--- src/rtl/pix_source_pkg.sv ---
package pix_source_pkg;

  typedef enum logic {
    SRC_PALETTE = 1'b0,
    SRC_DIRECT  = 1'b1
  } pix_src_e;

  localparam int unsigned NUM_CH = 3;

endpackage

--- src/rtl/pix_tag_decode.sv ---
module pix_tag_decode
  import pix_source_pkg::*;
#(
  parameter int unsigned TAG_W      = 8,
  parameter logic [7:0]  TAG_DIRECT = 8'h03
) (
  input  logic [TAG_W-1:0] tag,
  input  logic             force_palette,
  output pix_src_e         src
);

  localparam logic [TAG_W-1:0] DIRECT_CODE = TAG_W'(TAG_DIRECT);

  // only an exact match selects the true-colour word
  always_comb begin
    if (!force_palette && (tag == DIRECT_CODE)) src = SRC_DIRECT;
    else                                        src = SRC_PALETTE;
  end

endmodule

--- src/rtl/pix_color_select.sv ---
module pix_color_select
  import pix_source_pkg::*;
#(
  parameter int unsigned CH_W = 8,
  localparam int unsigned RGB_W = CH_W * NUM_CH
) (
  input  pix_src_e         src,
  input  logic [RGB_W-1:0] direct_rgb,
  input  logic [RGB_W-1:0] palette_rgb,
  output logic [RGB_W-1:0] rgb
);

  // per-channel selection, channel 2 = red at the top
  for (genvar ch = 0; ch < NUM_CH; ch++) begin : g_ch
    always_comb begin
      if (src == SRC_DIRECT) rgb[ch*CH_W +: CH_W] = direct_rgb[ch*CH_W +: CH_W];
      else                   rgb[ch*CH_W +: CH_W] = palette_rgb[ch*CH_W +: CH_W];
    end
  end

endmodule

--- src/rtl/pix_out_stage.sv ---
module pix_out_stage #(
  parameter int unsigned DATA_W = 24
) (
  input  logic              clk,
  input  logic              rst_n,
  input  logic              s_valid,
  output logic              s_ready,
  input  logic [DATA_W-1:0] s_data,
  output logic              m_valid,
  input  logic              m_ready,
  output logic [DATA_W-1:0] m_data
);

  logic              full_q;
  logic [DATA_W-1:0] data_q;

  assign s_ready = !full_q || m_ready;
  assign m_valid = full_q;
  assign m_data  = data_q;

  always_ff @(posedge clk) begin
    if (!rst_n) begin
      full_q <= 1'b0;
    end else if (s_ready) begin
      full_q <= s_valid;
    end
  end

  always_ff @(posedge clk) begin
    if (!rst_n) begin
      data_q <= '0;
    end else if (s_ready && s_valid) begin
      data_q <= s_data;
    end
  end

endmodule

--- src/rtl/pix_source_sel.sv ---
module pix_source_sel
  import pix_source_pkg::*;
#(
  parameter int unsigned CH_W       = 8,
  parameter int unsigned IDX_W      = 8,
  parameter int unsigned WORD_W     = 32,
  parameter int unsigned TAG_W      = 8,
  parameter logic [7:0]  TAG_DIRECT = 8'h03,
  localparam int unsigned RGB_W     = CH_W * NUM_CH
) (
  input  logic              clk,
  input  logic              rst_n,
  input  logic              mode_8bit,
  input  logic              in_valid,
  output logic              in_ready,
  input  logic [IDX_W-1:0]  in_idx,
  input  logic [WORD_W-1:0] in_direct,
  input  logic [WORD_W-1:0] in_ctrl,
  output logic [IDX_W-1:0]  pal_addr,
  input  logic [RGB_W-1:0]  pal_rgb,
  output logic              out_valid,
  input  logic              out_ready,
  output logic [RGB_W-1:0]  out_rgb
);

  pix_src_e         src;
  logic [RGB_W-1:0] sel_rgb;

  // the upper bits of the colour word and the lower control bits carry no meaning here
  logic unused_bits;
  assign unused_bits = ^{in_direct[WORD_W-1:RGB_W], in_ctrl[WORD_W-TAG_W-1:0]};

  assign pal_addr = in_idx;

  pix_tag_decode #(
    .TAG_W      (TAG_W),
    .TAG_DIRECT (TAG_DIRECT)
  ) u_decode (
    .tag           (in_ctrl[WORD_W-1 -: TAG_W]),
    .force_palette (mode_8bit),
    .src           (src)
  );

  pix_color_select #(
    .CH_W (CH_W)
  ) u_select (
    .src         (src),
    .direct_rgb  (in_direct[RGB_W-1:0]),
    .palette_rgb (pal_rgb),
    .rgb         (sel_rgb)
  );

  pix_out_stage #(
    .DATA_W (RGB_W)
  ) u_stage (
    .clk     (clk),
    .rst_n   (rst_n),
    .s_valid (in_valid),
    .s_ready (in_ready),
    .s_data  (sel_rgb),
    .m_valid (out_valid),
    .m_ready (out_ready),
    .m_data  (out_rgb)
  );

endmodule

--- config.mk ---
export PLATFORM = sky130hd
export DESIGN_NAME = pix_source_sel
export DESIGN_NICKNAME = d
export VERILOG_FILES = /design/src/rtl/pix_source_pkg.sv /design/src/rtl/pix_tag_decode.sv /design/src/rtl/pix_color_select.sv /design/src/rtl/pix_out_stage.sv /design/src/rtl/pix_source_sel.sv
export SDC_FILE = /design/constraint.sdc
export NUM_CORES = 1
export LEC_CHECK = 0
export ABC_AREA = 1
export CAP_MARGIN = 15
export CORE_ASPECT_RATIO = 0.75
export CORE_MARGIN = 10
export CORE_UTILIZATION = 45
export DETAILED_ROUTE_END_ITERATION = 6
export DONT_BUFFER_PORTS = 1
export HOLD_SLACK_MARGIN = 0.06
export SYNTH_ARGS = -nofsm -noshare
export SYNTH_HDL_FRONTEND = slang
export SYNTH_SLANG_ARGS = --single-unit
export TNS_END_PERCENT = 30
--- constraint.sdc ---
create_clock -name clk -period 1.2 [get_ports clk]
set_input_delay 0.24 -clock clk [delete_from_list [all_inputs] [get_ports clk]]
set_output_delay 0.24 -clock clk [all_outputs]
set_load 0.03 [all_outputs]
# Word-level counts from Yosys, hierarchy flattened
# Cells that the tools add are included.
# word_totals
mem_bits_rw	0
latchBits	0
input_bits	101
out_inout_bits	34
memories	0
elab_cells	12
register_bits	25
romBits	0
# op_classes
n_shift	0
n_mux	4
order_cmp	0
bitwise	0
n_addsub	0
n_eq_ne	1
multipliers	0
n_reduce_logical	5
n_div	0
# ops
operator	count
$mux 8	3
$eq 8x2->1 const B	1
$logic_and 1x1->1	2
$logic_not 1->1	2
$logic_or 1x1->1	1
$mux 1	1

# Logic depth before layout (Yosys ltp)
# Gate-level depths: netlist of run 1.
# depth
ltp_word	4
depth_mapped	9
ltp_nobuf	8

# By module
# From an unflattened synthesis of run 1, not the netlist that was laid out.
# unflattened
cells_unflattened	257
hier_area_um2	1612.8
# by_module_without_submodules
module	seq_area_each_um2	cells_per_inst	area_each_um2	n_inst
pix_out_stage	500.5	162	1143.6	1
pix_color_select	0.0	78	374.1	1
pix_source_sel	0.0	8	60.1	1
pix_tag_decode	0.0	9	35.0	1

# Worst setup path after synthesis of run 1
# Ideal clock, no wire load.
# synth_path
path_type	reg-to-reg
from	register u_stage.full_q, in the netlist u_stage.m_valid
to	register u_stage.data_q[0], in the netlist u_stage.m_data[0]
t_arrival_ns	1.331
path_buffers	2
period_less_slack_ns	1.387
setup_ns	0.056
path_stages_with_launch	9
required_ns	1.144
setup_slack_ns	-0.187
cell_sequence	dfxtp_1 -> nand2_2 -> nand2_1 -> inv_2 -> buf_4 -> buf_4 -> nand3_1 -> nand2_1 -> inv_1
# synth_between
elab_chain_len	3
# synth_lines
item	line_no	rtl
start, declared	pix_out_stage.sv:14	logic full_q;
start signal, assigned	pix_out_stage.sv:25	full_q <= s_valid;
$logic_not 1->1	pix_out_stage.sv:17	assign s_ready = !full_q || m_ready;
$logic_or 1x1->1	pix_out_stage.sv:17	
net in_ready	pix_source_sel.sv:15	output logic in_ready,
$logic_and 1x1->1	pix_out_stage.sv:32	end else if (s_ready && s_valid) begin
end signal, assigned	pix_out_stage.sv:33	data_q <= s_data;
end, declared	pix_out_stage.sv:15	logic [DATA_W-1:0] data_q;
# The timed path passes the listed nets, and every way through them passes these cells.
# A chain may end at the register's enable or synchronous reset.

# Worst setup path after layout of run 1
# layout_path
from	register u_stage.full_q, in the netlist u_stage.m_valid
to	output in_ready
# layout_between
elab_chain_len	2
# layout_lines
item	line_no
$logic_not 1->1	pix_out_stage.sv:17
$logic_or 1x1->1	pix_out_stage.sv:17
end, declared	pix_source_sel.sv:15
# Every way passes these cells.

==> summary.md, run 1 <==
| Metric | Value |
|---|---|
| Largest family of logic cells by synthesized area | `simple AND/OR/NAND/NOR gates` |
| Max transition margin | `56.5%` |
| CP Class | `flop to primary output` |
| Total Wirelength | `between 4 and 5 mm` |
| Clock insertion delay at the later pin of the skew report | `~0.26 ns` |
| RSZ-0062 raised after global routing | `false` |
| Num CTS Buffers | `3` |
| DIE WIDTH | `91.2 um` |
| P_leak | `1.07 nW` |
| Synth Area in Adders | `0%` |
| Share of layout cells above drive strength 1 | `25.1%` |
| WL per Instance | `13.9 um` |
| Top post-synthesis cells by area | `dfxtp_1 (29%), nand3_1 (14%), o21bai_2 (13%)` |
| First-pass GRT wire length | `roughly 7.2 mm` |
| Final setup viols | `0` |
| Max VDD drop | `936 uV` |
| Top Ports | `135` |
| DR vias/cell | `4.58` |
| CP top delay family | `flip-flops` |
| Initial antenna violation count | `0` |
| Worst path arrival time | `0.83 ns` |
| Fin Hold WS | `0.157 ns` |
| Hold path startpoint | `in_valid` |
| Mapped Cells | `256` |
| Outcome | `finished, final reports clean` |
| Worst Hold Class | `primary input to flop` |
| Non-Filler Instances | `323` |
| Slowest Stage Delay on Critical Path | `0.36 ns` |
| Post-Synth XOR/XNOR Area | `0%` |
| Final setup margin | `0.130 ns` |
| Post-layout util | `54.0%` |
| Site Rows | `19` |
| H-Tree Depth | `1` |
| Hold endpoint | `u_stage.m_valid` |
| Clock transition at path regs | `0.09 ns` |
| CP Cell Sequence | `nand2_4 > buf_4` |
| Hold Fails Final Rpt | `0` |
| Simple-gate area share of the yosys netlist | `roughly a third` |
| Actual slew at the worst max-slew pin | `between 0.6 and 0.7 ns` |
| Die Ht | `73.4 um` |
| Post_cts resized | `0` |
| Pre-antenna DRT Iters | `4` |
| Largest area contributor in the netlist | `dfxtp_1` |
| Syn Std Cell Area | `1710 um2` |
| Sequential fraction of the synthesis area | `29.3%` |
| Yosys top cell area share | `a little under 30%` |
| Post-synthesis net count | `357` |
| Tot GR Track Use | `13.0%` |
| # nets final | `373` |
| Worst R2R Setup Slack | `0.15 ns` |
| Worst-path maximum fanout | `2` |
| Post-CTS Setup Bufs | `0` |
| FF-to-FF path depth | `8` |
| R2r startpoint | `u_stage.m_valid` |
| Yosys cell types | `18` |
| Max Cap Viol | `0` |
| Multiplexer area fraction after synthesis | `0%` |
| Clock sinks | `25` |
| Clock root cell | `clkbuf_8` |
| Antenna Nets Post-Route | `0` |
| Minimum clock period | `1.07 ns` |
| Syn Area/Cell | `6.68 um2` |
| Initial core utilization | `around 47%` |
| Synth Register Bits | `25` |
| Area delta synth->final | `15.6%` |
| Vias in the first global route | `roughly 1500` |
| Worst Skew | `0.00193 ns` |
| Critical path data required time | `0.96 ns` |
| IO Port Bufs | `0` |
| Slew Viols, Final | `0` |
| Hold depth | `2` |
| Initial DRC count | `50` |
| CTS Hold Buffers Added | `0` |
| Detailed Place HPWL | `3.45 mm` |
| Gr ovfl total | `0` |
| ANT cells | `0` |
| Tcrit/Tclk final | `89.2%` |
| Die Footprint | `6690 um2` |
| Drt drc | `0` |
| FMAX | `0.934 GHz` |
| Reg2Reg Capture Point | `u_stage.m_data[14]` |
| Crit path launch type | `flop` |
| Slowest stage cell, crit path | `dfxtp_4` |
| CP Buf/Inv Count | `1` |
| Filler cells | `between 300 and 400` |
| Vias | `between 1000 and 1500` |
| Inst Count DP | `319` |
| Final Wtd Congestion | `approximately 0.70` |
| Post-synthesis compound-gate area fraction | `15.2%` |
| Crit end category | `primary output` |
| CTS tree | `yes` |
| Pwr/cell area | `1010 nW/um2` |
| Pre-CTS setup slack | `-0.0479 ns` |
| Largest net degree at the start of global routing | `26` |
| Area of the core | `approximately 3700 um2` |
| Synth warnings | `0` |
| Clk buf depth | `2` |
## final cells by class
type	count	area (um2)	area share, %
Clock buffer	4	45.0	2.28
Inverter	53	199	10.1
Multi-Input combinational cell	155	845	42.7
Sequential cell	25	504	25.5
Tap cell	52	65.1	3.29
Timing Repair Buffer	34	318	16.1
## placed cells by master (no fill, tap or decap)
master | netlist | layout
nand2_1 | 27 | 27
a21oi_1 | 1 | 1
nor2_1 | 48 | 48
clkinv_1 | 1 | 1
dfxtp_1 | 25 | 24
buf_4 | 13 | 29
nand3_1 | 48 | 48
inv_1 | 49 | 49
clkbuf_1 | 2 | 1
nor2_2 | 3 | 3
o21bai_1 | 4 | 4
dfxtp_4 | 0 | 1
buf_12 | 0 | 5
clkbuf_8 | 0 | 3
nand2_4 | 0 | 1
nor2_4 | 2 | 2
nand3_2 | 1 | 1
o21bai_2 | 20 | 20
inv_2 | 3 | 3
## cell families after synthesis
| kind of cell | Yosys count |
|---|---|
| compound gates | 25 |
| simple gates | 130 |
| flops | 25 |
| buf+inv | 76 |
## metal layers
metal  part of all wire [%]  wire length [um]  global-route usage [%]
met1                     45              2010                    15.6
met2                     44              1990                    21.0
met3                     10               465                    6.31
met4                   0.42                19                    2.25
met5                      0                 0                       0
## synth_stat cells
library cell	count
a21oi_1	1
inv_1	49
nor2_1	48
dfxtp_1	25
nand2_1	27
inv_2	3
o21bai_2	20
o21bai_1	4
nor2_4	2
buf_6	4
nor2_2	3
clkbuf_1	2
nand3_1	48
buf_2	4
nand2_2	1
clkinv_1	1
nand3_2	1
buf_4	13
## where the power goes
part | switching (mW) | internal, mW
Sequential | 0.0331 | 0.895
Combinational | 0.343 | 0.227
Clock | 0.258 | 0.237
Total | 0.634 | 1.36
## worst max path at each step
stage	slack, ns	end	depth (start not counted)	from
floorplan	0.02	u_stage.m_data[10]	8	u_stage.m_valid
global placement	-0.04	u_stage.m_data[14]	7	in_ctrl[25]
detailed placement	-0.05	u_stage.m_data[14]	7	in_ctrl[25]
CTS	0.11	in_ready	2	u_stage.m_valid
global route	0.04	u_stage.m_data[1]	8	u_stage.m_valid
finish	0.13	in_ready	2	u_stage.m_valid
## sequential cells by signal, indices dropped and copies added, names as in the netlist
| register | count |
|---|---|
| u_stage.m_data | 24 |
| u_stage.m_valid | 1 |
## through the flow
stage	total power, mW	setup TNS (ns)	cell area (um2)
4_1_cts	2.03	0	1980
2_1_floorplan	1.40	0	1720
6_report	1.99	0	1980
5_1_grt	2.13	0	1980
3_5_place_dp	1.52	-0.193	1930
3_3_place_gp	1.52	-0.121	1930
Power figures use the tool's default switching activity.
==> run 2: changes to the inputs <==
- clock period: 1.2 -> 0.9 ns (I/O delays scaled with it)
==> run 2 against run 1 <==
- the run now ends with negative setup slack left
- count of clock-buffer cells in the layout unchanged
- hold slack worse by 0.092 ns
- worst setup slack worse by 0.27 ns
- combinational power up 63%
- die area unchanged
- final area up 16%
- flip-flop and latch count unchanged
- first-iteration DRC count down 2.0%
- sequential power up 38%
- power up 44%
- final cell count up 2.2%
- global-route usage up 1.6 points
- critical path type is now flop to flop
- largest power group unchanged
==> summary.md, run 2 (synthesis results as in run 1) <==
| Metric | Value |
|---|---|
| Violated checks | `negative setup slack` |
| Hold depth | `2 (unchanged)` |
| Worst-path maximum fanout | `6 (+4)` |
| Vias in the first global route | `1658 (+12%)` |
| Worst Hold Class | `primary input to flop` |
| Pre-CTS setup slack | `-0.148 ns (-0.100 ns)` |
| Initial core utilization | `46.7% (unchanged)` |
| Site Rows | `19 (unchanged)` |
| Crit path launch type | `flop` |
| Slew Viols, Final | `0 (unchanged)` |
| WL per Instance | `14.7 um (+6.4%)` |
| Pwr/cell area | `1250 nW/um2 (+24%)` |
| Area delta synth->final | `34.3%` |
| Num CTS Buffers | `3 (unchanged)` |
| Die Footprint | `6690 um2 (unchanged)` |
| RSZ-0062 raised after global routing | `true` |
| Total Wirelength | `4.87 mm (+8.7%)` |
| Actual slew at the worst max-slew pin | `0.244 ns (-0.408 ns)` |
| Max transition margin | `83.7% (+27 points)` |
| Hold Fails Final Rpt | `0 (unchanged)` |
| Post-CTS Setup Bufs | `0 (unchanged)` |
| Non-Filler Instances | `330 (+2.2%)` |
| Clk buf depth | `2 (unchanged)` |
| Critical path data required time | `1.07 ns (+0.11 ns)` |
| Area of the core | `3660 um2 (unchanged)` |
| Tcrit/Tclk final | `116%` |
| Most frequent cells in the layout | `inv_1 (49), nand3_1 (48), nor2_1 (34), nand2_1 (26), buf_6 (25)` |
| Inst Count DP | `323 (+1.3%)` |
| First-pass GRT wire length | `8.15 mm (+13%)` |
| Clock sinks | `25 (unchanged)` |
| H-Tree Depth | `1 (unchanged)` |
| IO Port Bufs | `0 (unchanged)` |
| Worst path arrival time | `1.21 ns (+0.38 ns)` |
| TNS Setup | `-3.65 ns (-3.65 ns)` |
| Max VDD drop | `790 uV (-16%)` |
| Commonest non-fill, non-tap cell in the layout | `inv_1` |
| Top Ports | `135 (unchanged)` |
| Final setup viols | `50 (+50)` |
| Worst Skew | `0.000595 ns (-0.00134 ns)` |
| Final setup margin | `-0.145 ns (-0.275 ns)` |
| DIE WIDTH | `91.2 um (unchanged)` |
| P_leak | `1.16 nW (+9.2%)` |
| Gr ovfl total | `0 (unchanged)` |
| Max Cap Viol | `0 (unchanged)` |
| Pre-antenna DRT Iters | `4 (unchanged)` |
| Outcome | `complete, but fails checks` |
| FF-to-FF path depth | `8 (unchanged)` |
| DR vias/cell | `4.79 (+4.6%)` |
| Initial DRC count | `49 (-2.0%)` |
| Number of flip-flops under the largest register name | `24 (unchanged)` |
| Clock insertion delay at the later pin of the skew report | `0.26 ns (about the same)` |
| Minimum clock period | `roughly 1.0 ns` |
| Hold path startpoint | `in_valid` |
| CTS tree | `yes` |
| Initial antenna violation count | `0 (unchanged)` |
| Tot GR Track Use | `14.7% (+1.6 points)` |
| Share of layout cells above drive strength 1 | `41.0% (+16 points)` |
| Clock transition at path regs | `0.08 ns (about the same)` |
| Die Ht | `73.4 um (unchanged)` |
| Detailed Place HPWL | `3.54 mm (+2.6%)` |
| Antenna Nets Post-Route | `0 (unchanged)` |
| Largest net degree at the start of global routing | `23 (-12%)` |
| FMAX | `approximately 0.96 GHz` |
| Crit end category | `flop` |
| Post-layout util | `62.7% (+8.7 points)` |
| CP Class | `flop to flop` |
| Clock root cell | `clkbuf_8` |
| Crit path from | `u_stage.m_valid` |
| Drt drc | `0 (unchanged)` |
| ANT cells | `0 (unchanged)` |
| Vias | `1581 (+6.9%)` |
| Final Wtd Congestion | `0.719 (+2.8%)` |
| R2r startpoint | `u_stage.m_valid` |
| # nets final | `380 (+1.9%)` |
[run 2: cell types whose count changed in the layout (fill, tap and decap cells not counted), moves of 13 or more]
cell | before | now
dfxtp_1 | 24 | 0
nor2_2 | 3 | 16
buf_6 | 0 | 25
nor2_1 | 48 | 34
buf_4 | 29 | 7
dfxtp_2 | 0 | 24
[run 2: final timing paths]
kind	slack (ns)	end
setup / recovery	-0.14	u_stage.m_data[6]
hold / removal	0.06	u_stage.m_valid
setup reg to reg	-0.14	u_stage.m_data[6]
hold reg to reg	0.57	u_stage.m_data[5]
[run 2: what timing repair did]
item,CTS,global route
cloned,2,1
setup endpoints to repair,50,50
endpoints found under the hold margin,1,0
resized for setup,69,1
[run 2: layer usage]
metal / track usage (%) / share of wire (%) / routed length, um / up-vias
met5: 0 / 0 / 0 / -
met4: 1.91 / 0.16 / 8 / 0
met3: 6.41 / 8.5 / 415 / 2
met2: 23.8 / 48 / 2330 / 59
met1: 18.1 / 43 / 2110 / 707
li1: - / - / - / 813
[run 2: power by group]
| part | switching [mW] | total (mW) | internal (mW) |
|---|---|---|---|
| logic | 0.497 | 0.931 | 0.434 |
| registers | 0.0728 | 1.28 | 1.21 |
| clock network | 0.344 | 0.660 | 0.316 |
[run 2: final cells by class]
| class | instances | area [um2] |
|---|---|---|
| Timing Repair Buffer | 41 | 534 |
| Sequential cell | 25 | 534 |
| Fill cell | 338 | 1370 |
| Multi-Input combinational cell | 155 | 910 |
| Inverter | 53 | 206 |
| Tap cell | 52 | 65.1 |
| Clock buffer | 4 | 45.0 |
[run 2: per-stage QoR]
stage	hold WS (ns)	power, mW	area, um2
detailed placement	0.330	2.05	1990
CTS	0.0575	2.89	2260
floorplan	0.319	1.88	1750
global route	0.0630	3.08	2290
global placement	0.324	2.05	1990
finish	0.0645	2.88	2290
[run 2: worst max-delay path, stage by stage, from the launching register on]
cell and delay, ns:
dfxtp_4 0.38, nand2_8 0.06, nand2_8 0.07, inv_8 0.05, clkbuf_16 0.15, nor2_2 0.07
nor2_1 0.04, nand2_1 0.07, inv_1 0.04
==> run 3: changes to the inputs <==
- SKIP_LAST_GASP: not set -> 1
==> run 3 against run 2 <==
- the run still ends with negative setup slack left
- die area stayed put
- largest cell class unchanged
- sequential share of layout area is 0.095 points lower
- hold slack better by 0.0036 ns
- register-to-register slack hardly changed
- largest power group unchanged
- clock power is 2% lower
- critical path depth stayed put
- routed wire length is 4.6% lower
==> summary.md, run 3 (synthesis results as in run 1) <==
| Metric | Value |
|---|---|
| Hold depth | `2 (unchanged)` |
| Max VDD drop | `826 uV (+4.6%)` |
| Outcome | `complete, but fails checks` |
| Comb power frac | `31.5% (-0.9 points)` |
| Clock transition at path regs | `0.08 ns (about the same)` |
| Post-CTS Setup Bufs | `0 (unchanged)` |
| Crit end category | `flop` |
| Critical path data required time | `1.07 ns (about the same)` |
| Sw Pwr | `0.883 mW (-3.4%)` |
| Die Ht | `73.4 um (unchanged)` |
| Antenna Nets Post-Route | `0 (unchanged)` |
| Actual slew at the worst max-slew pin | `0.245 ns (+0.00106 ns)` |
| Worst-path maximum fanout | `13 (+7)` |
| Gr ovfl total | `0 (unchanged)` |
| CP Class | `flop to flop` |
| Filler cells | `363 (+7.4%)` |
| DIE WIDTH | `91.2 um (unchanged)` |
| R2r startpoint | `u_stage.m_valid` |
| Clock share of power | `23.4% (+0.5 points)` |
| Violated checks | `negative setup slack` |
| Top Usage Layer GRT | `met2` |
| # nets final | `380 (unchanged)` |
| Minimum clock period | `1.03 ns (-0.0129 ns)` |
| Commonest non-fill, non-tap cell in the layout | `inv_1` |
| Clock root cell | `clkbuf_8` |
| Area of the core | `3660 um2 (unchanged)` |
| Switch share | `31.8% (+0.041 points)` |
| Most frequent cells in the layout | `inv_1 (49), nand3_1 (48), nor2_1 (34), buf_4 (31), nand2_1 (26)` |
| Largest net degree at the start of global routing | `23 (unchanged)` |
| Met3 Use GR | `6.00% (-0.41 points)` |
| Number of flip-flops under the largest register name | `24 (unchanged)` |
| Post-route design area | `2170 um2 (-5.2%)` |
| Area delta synth->final | `27.2%` |
| Site Rows | `19 (unchanged)` |
| Final setup viols | `50 (unchanged)` |
| Met1 usage in global routing | `18.0% (-0.11 points)` |
| Die Footprint | `6690 um2 (unchanged)` |
| Crit path from | `u_stage.m_valid` |
| Hold Fails Final Rpt | `0 (unchanged)` |
| TNS Setup | `-4.33 ns (-0.686 ns)` |
| Reg2Reg Capture Point | `u_stage.m_data[5]` |
| Sequential share of power | `45.1% (+0.4 points)` |
| P_int | `1.89 mW (-3.6%)` |
| M2 GR Usage | `22.1% (-1.7 points)` |
| Drt drc | `0 (unchanged)` |
| DR vias/cell | `4.77 (-0.51%)` |
| Final Wtd Congestion | `0.719 (unchanged)` |
| Vias in the first global route | `1615 (-2.6%)` |
| Initial DRC count | `36 (-27%)` |
| Post-layout util | `59.4% (-3.3 points)` |
| Critical path capture point | `u_stage.m_data[5]` |
| IO Port Bufs | `0 (unchanged)` |
| Detailed Place HPWL | `3.54 mm (unchanged)` |
| Num CTS Buffers | `3 (unchanged)` |
| Slew Viols, Final | `0 (unchanged)` |
| P_leak | `1.13 nW (-2.5%)` |
| Design Power | `2.77 mW (-3.5%)` |
| CTS tree | `yes` |
| Fin Hold WS | `0.0682 ns (+0.00363 ns)` |
| Worst Skew | `0.00290 ns (+0.00230 ns)` |
| Vias | `1573 (-0.51%)` |
| Worst path arrival time | `1.20 ns (about the same)` |
| Max Cap Viol | `0 (unchanged)` |
| Max transition margin | `83.7% (about the same)` |
| Pre-antenna DRT Iters | `6 (+2)` |
| Pwr/cell area | `1280 nW/um2 (+1.8%)` |
| FF-to-FF path depth | `8 (unchanged)` |
| Initial core utilization | `46.7% (unchanged)` |
| Total Wirelength | `4.64 mm (-4.6%)` |
| Tcrit/Tclk final | `115% (-1.4 points)` |
| Final setup margin | `-0.132 ns (+0.0129 ns)` |
| Placed cell area | `1990 um2 (unchanged)` |
| WL per Instance | `14.1 um (-4.6%)` |
| Tot GR Track Use | `14.1% (-0.58 points)` |
| Share of layout cells above drive strength 1 | `32.4% (-8.6 points)` |
| First-pass GRT wire length | `7.85 mm (-3.6%)` |
| H-Tree Depth | `1 (unchanged)` |
| Initial antenna violation count | `0 (unchanged)` |
| Worst R2R Setup Slack | `-0.13 ns (about the same)` |
| Clock sinks | `25 (unchanged)` |
| ANT cells | `0 (unchanged)` |
| Top Ports | `135 (unchanged)` |
| Crit path launch type | `flop` |
| RSZ-0062 raised after global routing | `true` |
| Clk buf depth | `2 (unchanged)` |
| FMAX | `0.969 GHz (+1.3%)` |
| Worst Hold Class | `primary input to flop` |
| Clock insertion delay at the later pin of the skew report | `0.26 ns (about the same)` |
run 3: final cells by class:
class                   instances  area (um2)  share of cell area (%)
clock buffers                   4        45.0                    2.07
repair buffers                 41         444                    20.4
well taps                      52        65.1                    2.99
inverters                      53         206                    9.49
multi-input cells             155         910                    41.8
flip-flops and latches         25         504                    23.2
run 3: per-stage QoR:
step / setup WS [ns] / std cells
finish: -0.132 / 330
detailed placement: -0.148 / 323
global placement: -0.141 / 323
floorplan: -0.184 / 256
global route: -0.224 / 330
CTS: -0.138 / 329
run 3: worst min path at each step:
| stage | start | end | slack [ns] |
|---|---|---|---|
| after CTS | in_valid | u_stage.m_valid | 0.06 |
| after floorplan | in_valid | u_stage.m_valid | 0.32 |
| after detailed placement | in_valid | u_stage.m_valid | 0.33 |
| after global placement | in_valid | u_stage.m_valid | 0.32 |
| final | in_valid | u_stage.m_valid | 0.07 |
| after global routing | in_valid | u_stage.m_valid | 0.06 |
run 3: critical path: stages (launching register included):
cell and delay [ns]:
dfxtp_4 0.38, nand2_8 0.06, nand2_8 0.07, inv_8 0.05, buf_12 0.14, nor2_1 0.08, nor2_1 0.05, nand2_1 0.07
inv_1 0.03
run 3: metal layers:
metal,wire [um],part of all wire [%]
met1,2100,45
met2,2130,46
met3,400,8.6
met4,8,0.17
met5,0,0
run 3: repair_timing:
| action | 4_1_cts | 5_1_grt |
|---|---|---|
| pin swaps | 0 | 0 |
| endpoints found under the hold margin | 1 | 0 |
| gates cloned | 2 | 1 |
| gates resized for setup | 21 | 1 |
| endpoints found under the setup margin | 50 | 50 |
run 3: power by group through the flow:
stage	registers, mW	logic (mW)	clock network, mW
floorplan	1.44	0.445	0
global placement	1.26	0.782	0
detailed placement	1.27	0.788	0
CTS	1.25	0.867	0.687
global route	1.27	0.967	0.754
finish	1.25	0.875	0.650
